**config.mk**
```make
export PLATFORM = sky130hd
export DESIGN_NAME = sio_hub
export DESIGN_NICKNAME = d
export VERILOG_FILES = /design/src/rtl/sio_hub_pkg.sv /design/src/rtl/sio_addr_decode.sv /design/src/rtl/sio_irq_merge.sv /design/src/rtl/sio_opt_reg.sv /design/src/rtl/sio_hub.sv
export SDC_FILE = /design/constraint.sdc
export NUM_CORES = 1
export LEC_CHECK = 0
export ABC_AREA = 1
export CORE_MARGIN = 2
export CORE_UTILIZATION = 34
export DETAILED_ROUTE_END_ITERATION = 10
export PLACE_DENSITY = 0.87
export SETUP_SLACK_MARGIN = 0.05
export SYNTH_ARGS = -nofsm -noshare
export SYNTH_HDL_FRONTEND = slang
export SYNTH_SLANG_ARGS = --single-unit
export TNS_END_PERCENT = 20
```
**constraint.sdc**
```tcl
create_clock -name clk -period 1.66 [get_ports clk]
set_clock_uncertainty 0.1 [all_clocks]
set_input_delay 0.332 -clock clk [delete_from_list [all_inputs] [get_ports clk]]
set_output_delay 0.332 -clock clk [all_outputs]
set_load 0.01 [all_outputs]
```
**src/rtl/sio_hub_pkg.sv**
```systemverilog
package sio_hub_pkg;
    typedef enum logic [0:0] {
        SEL_STATUS  = 1'b0,
        SEL_OPTIONS = 1'b1
    } sel_state_e;

    localparam int LCR_OFFSET     = 3;
    localparam int SPECIAL_OFFSET = 7;
    localparam int DLAB_BIT       = 7;
    localparam int OPT_W          = 8;
endpackage

```
**src/rtl/sio_addr_decode.sv**
```systemverilog
module sio_addr_decode #(
    parameter int NUM_PORTS = 8,
    parameter int OFF_W     = 3,
    localparam int PORT_W   = $clog2(NUM_PORTS)
) (
    input  logic                 acc_valid,
    input  logic [PORT_W-1:0]    port_idx,
    input  logic [OFF_W-1:0]     offset,
    output logic [NUM_PORTS-1:0] port_sel,
    output logic                 is_special
);
    import sio_hub_pkg::*;

    assign is_special = (offset == OFF_W'(SPECIAL_OFFSET));

    for (genvar g = 0; g < NUM_PORTS; g++) begin : g_sel
        assign port_sel[g] = acc_valid && !is_special && (port_idx == PORT_W'(g));
    end
endmodule

```
**src/rtl/sio_irq_merge.sv**
```systemverilog
module sio_irq_merge #(
    parameter int NUM_PORTS = 8
) (
    input  logic                 clk,
    input  logic                 rst_n,
    input  logic [NUM_PORTS-1:0] port_irq,
    output logic [NUM_PORTS-1:0] status,
    output logic                 irq_out
);
    assign status = port_irq;

    always_ff @(posedge clk) begin
        if (!rst_n) begin
            irq_out <= 1'b0;
        end else begin
            irq_out <= |port_irq;
        end
    end
endmodule

```
**src/rtl/sio_opt_reg.sv**
```systemverilog
module sio_opt_reg
    import sio_hub_pkg::*;
(
    input  logic             clk,
    input  logic             rst_n,
    input  logic             wr_en,
    input  logic [OPT_W-1:0] wdata,
    output logic [OPT_W-1:0] rd_view,
    output logic [1:0]       clk_mult
);
    logic [1:0] id_q;
    logic [1:0] mult_q;

    always_ff @(posedge clk) begin
        if (!rst_n) begin
            id_q   <= 2'b00;
            mult_q <= 2'b00;
        end else if (wr_en) begin
            id_q   <= wdata[7:6];
            mult_q <= wdata[1:0];
        end
    end

    assign rd_view  = {id_q[1] & id_q[0], id_q[1] ^ id_q[0], 4'b0000, mult_q};
    assign clk_mult = mult_q;
endmodule

```
**src/rtl/sio_hub.sv**
```systemverilog
module sio_hub
    import sio_hub_pkg::*;
#(
    parameter int NUM_PORTS = 8,
    parameter int REG_SPAN  = 8,
    parameter int DATA_W    = 8,
    localparam int PORT_W   = $clog2(NUM_PORTS),
    localparam int OFF_W    = $clog2(REG_SPAN),
    localparam int ADDR_W   = PORT_W + OFF_W
) (
    input  logic                        clk,
    input  logic                        rst_n,
    input  logic                        acc_valid,
    input  logic                        acc_write,
    input  logic [ADDR_W-1:0]           acc_addr,
    input  logic [DATA_W-1:0]           acc_wdata,
    output logic                        rd_valid,
    output logic [DATA_W-1:0]           rd_data,
    output logic [NUM_PORTS-1:0]        port_sel,
    output logic                        port_wr,
    output logic [OFF_W-1:0]            port_addr,
    output logic [DATA_W-1:0]           port_wdata,
    input  logic [NUM_PORTS*DATA_W-1:0] port_rdata,
    input  logic [NUM_PORTS-1:0]        port_irq,
    output logic                        irq_out,
    output logic [1:0]                  clk_mult
);
    logic [PORT_W-1:0]    port_idx;
    logic [OFF_W-1:0]     offset;
    logic                 is_special;
    logic                 lcr_write;
    logic                 opt_wr;
    logic [NUM_PORTS-1:0] status;
    logic [OPT_W-1:0]     opt_view;
    logic [DATA_W-1:0]    special_rd;
    logic [DATA_W-1:0]    lane_rd;
    sel_state_e           sel_q, sel_d;

    assign port_idx = acc_addr[ADDR_W-1:OFF_W];
    assign offset   = acc_addr[OFF_W-1:0];

    sio_addr_decode #(.NUM_PORTS(NUM_PORTS), .OFF_W(OFF_W)) u_decode (
        .acc_valid (acc_valid),
        .port_idx  (port_idx),
        .offset    (offset),
        .port_sel  (port_sel),
        .is_special(is_special)
    );

    sio_irq_merge #(.NUM_PORTS(NUM_PORTS)) u_irq (
        .clk     (clk),
        .rst_n   (rst_n),
        .port_irq(port_irq),
        .status  (status),
        .irq_out (irq_out)
    );

    sio_opt_reg u_opt (
        .clk     (clk),
        .rst_n   (rst_n),
        .wr_en   (opt_wr),
        .wdata   (OPT_W'(acc_wdata)),
        .rd_view (opt_view),
        .clk_mult(clk_mult)
    );

    assign port_wr    = acc_valid && acc_write && !is_special;
    assign port_addr  = offset;
    assign port_wdata = acc_wdata;
    assign lcr_write  = port_wr && (offset == OFF_W'(LCR_OFFSET));
    assign lane_rd    = port_rdata[port_idx*DATA_W +: DATA_W];

    // Selector state register
    always_ff @(posedge clk) begin
        if (!rst_n) begin
            sel_q <= SEL_STATUS;
        end else begin
            sel_q <= sel_d;
        end
    end

    // Selector transitions: only a line-control write moves it
    always_comb begin
        sel_d = sel_q;
        if (lcr_write) begin
            sel_d = acc_wdata[DLAB_BIT] ? SEL_OPTIONS : SEL_STATUS;
        end
    end

    // Per-state outputs: special read view and options write enable
    always_comb begin
        special_rd = '0;
        opt_wr     = 1'b0;
        unique case (sel_q)
            SEL_STATUS: begin
                special_rd = DATA_W'(status);
            end
            SEL_OPTIONS: begin
                special_rd = DATA_W'(opt_view);
                opt_wr     = acc_valid && acc_write && is_special;
            end
            default: begin
                special_rd = '0;
            end
        endcase
    end

    // Registered read return
    always_ff @(posedge clk) begin
        if (!rst_n) begin
            rd_valid <= 1'b0;
            rd_data  <= '0;
        end else begin
            rd_valid <= acc_valid && !acc_write;
            if (acc_valid && !acc_write) begin
                rd_data <= is_special ? special_rd : lane_rd;
            end
        end
    end
endmodule

```
==> results.yml <==
critical_path:
  r2r-start: "sel_q$_SDFFE_PN0P_"
  crit_family: "buffers and inverters"
  worstSetupStartpoint: "u_opt.clk_mult[0]$_SDFFE_PN0P_"
  r2r_end: "rd_data[3]$_SDFFE_PN0P_"
  r2r_cells: 5
  regToRegSetupSlack_ps: 520
  critPathMaxFanout: 3
  path_class: "reg2out"
  crit_required_ps: 1230
  start_kind: "flip-flop"
  cp_data_arrival_time_ps: 1150
  worstSetupPathDepth: 1
  path_buf_inv: 1
  crit_path_end: "clk_mult[0]"
  critPathCaptureType: "output pin"
  max_stage_delay_ps: 550
  crit_slowest_cell: "clkdlybuf4s50_1"
  crit_chain: "clkdlybuf4s50_1"
timing:
  fmax_mhz: 631.1
  period_share: 0.9545
  hold_viol_final: 0
  fin_ws_ps: 75.53
  slew_headroom: 0.7837
  fin_crit_ps: 1584
  report.final.slew_viol_count: 0
  worstMarginPinSlew_ps: 323.5
  grt_setup_unrepaired: "yes"
  setup_viol: 0
floorplan:
  ioPinCount: 122
  die_h_um: 67.63
  die_w_um: 67.63
  start_util: 0.3491
  row_count: 23
  core_mm2: 0.003943
  dieArea_mm2: 0.004573
finish:
  syn2layout_area_growth_pct: 89.45
  fin_nets: 462
  diodes: 0
  drive_above_1_share: 0.1270
  stdcell_count: 420
  design_area_mm2: 0.002608
cts:
  h-tree-depth: 1
  numCtsBuffers: 3
  post_cts_buffers: 0
  cts_tree: "built"
  cts_hold_buf: 0
  clock-sinks: 15
  cts_buffer_depth: 2
  root_buffer: "clkbuf_8"
  cts.clk_slew.worst_paths_ps: 60
  clk_latency_ps: 250
synthesis:
  yosysSeqAreaShare: 0.2182
  ys_types: 18
  synth_area_mm2: 0.001376
  synth_nets: 343
  ys_ff_latch: 15
  yosys_warnings: 0
  synthCells: 252
  postSynthAreaPerCell_um2: 5.462
routing:
  drtPass1Iterations: 4
  totalWireLength_um: 5261
  via_per_inst: 4.807
  routedWlPerCell_um: 12.53
  drt_iter0_drc: 70
  vias: 2019
  antenna_left: 0
  drc_errors: 0
placed_design:
  port_buffers: 113
  placed_cells: 416
  placed_cell_area_mm2: 0.002594
  gp_congestion: 0.9227
  dp_slack_ps: -583.7
  dp_hpwl_um: 4292
global_routing:
  grt_start_max_net_pins: 14
  antenna_found_initial: 0
  grt-ovfl-total: 0
  grt_pass1_vias: 1906
  grt_first_pass_wirelength_um: 8128
  grt_util_all_layers: 0.2305
worst_hold_path:
  hold_class: "reg2reg"
pwr:
  power.density_mw_per_mm2: 456.5
  p_total_mw: 1.190
  p_leak_nw: 1.252
  ir_drop_mv: 0.2987
outcome:
  status: "finished clean"
job:
  cap_violations: 0
[report_power, final]
part	switching, mW	leakage, nW	internal (mW)
Clock	0.126	0.0228	0.170
Combinational	0.208	1.11	0.302
Sequential	0.00783	0.123	0.376
Total	0.342	1.25	0.848
[per-layer routing]
layer	vias up	wire [µm]	global-route usage
met5	-	0	0
met4	0	172	0.07398
met3	15	458	0.06667
met2	87	2613	0.4130
met1	875	2017	0.2598
li1	1042	-	-
[sequential cells by signal, summed over array words and instances (netlist names)]
| name | flops |
|---|---|
| rd_valid | 1 |
| u_irq.irq_out | 1 |
| sel_q | 1 |
| u_opt.clk_mult | 2 |
| u_opt.id_q | 2 |
| rd_data | 8 |
[metrics by stage]
step	TNS [ps]	hold slack (ps)	util
after floorplan	0	359.2	-
after global placement	-8732	351.4	0.6579
after detailed placement	-9417	353.6	0.6579
after CTS	0	362.7	0.6576
after global routing	0	375.2	0.6614
final	0	361.8	0.6614
[kinds of logic (layout without fill, tap and decap cells)]
kind of cell,after synthesis,in the layout,synth area share
and+or+nand+nor,154,154,0.4709
buffers and inverters,43,161,0.1600
AOI/OAI and AO/OA,39,39,0.1418
DFF,15,15,0.2182
adders and majority gates,1,1,0.009089
[area by class of cell]
type / instances / area [µm²]
clock buffer: 4 / 45.04
fill: 345 / 1335
inverter: 23 / 86.33
multi-input combinational: 194 / 878.3
sequential: 15 / 300.3
tap: 50 / 62.56
timing repair buffer: 134 / 1235
[cells in the final DEF, fill, tap and decap left out, drive strengths merged]
| cell type | instances |
|---|---|
| nand2 | 90 |
| buf | 30 |
| clkdlybuf4s50 | 89 |
| inv | 22 |
| dfxtp | 15 |
| o21ai | 13 |
| a21oi | 26 |
| clkinv | 1 |
| clkdlybuf4s15 | 1 |
| nor2 | 34 |
| nand4 | 10 |
| nand3 | 18 |
| clkbuf | 4 |
| nor4 | 2 |
| dlymetal6s2s | 1 |
| dlygate4sd2 | 13 |
| ha | 1 |
[how the worst min path moves through the flow]
| stage | start | to | slack [ps] | cells after the start |
|---|---|---|---|---|
| 2_1_floorplan | u_opt.id_q[1]$_SDFFE_PN0P_ | u_opt.id_q[1]$_SDFFE_PN0P_ | 360 | 2 |
| 3_3_place_gp | rd_data[7]$_SDFFE_PN0P_ | rd_data[7]$_SDFFE_PN0P_ | 350 | 2 |
| 3_5_place_dp | rd_data[0]$_SDFFE_PN0P_ | rd_data[0]$_SDFFE_PN0P_ | 350 | 2 |
| 4_1_cts | rd_data[0]$_SDFFE_PN0P_ | rd_data[0]$_SDFFE_PN0P_ | 360 | 2 |
| 5_1_grt | rd_data[0]$_SDFFE_PN0P_ | rd_data[0]$_SDFFE_PN0P_ | 380 | 2 |
| 6_report | rd_data[0]$_SDFFE_PN0P_ | rd_data[0]$_SDFFE_PN0P_ | 360 | 2 |
[timing repair]
| item | CTS | global route |
|---|---|---|
| gates cloned | 0 | 0 |
| gates resized for setup | 57 | 6 |
| pin swaps | 0 | 2 |
| setup endpoints to repair | 24 | 13 |
[Yosys cell counts, drive strengths merged]
cell    instances  share of area
nor2           34           0.11
a21oi          26          0.095
dfxtp          15           0.22
buf            18          0.092
inv            22          0.060
nor4            2         0.0091
clkinv          1         0.0027
ha              1         0.0091
clkbuf          2         0.0055
nand2          90           0.25
nand4          10          0.045
o21ai          13          0.047
nand3          18          0.065
(Power assumes the default switching activity.)
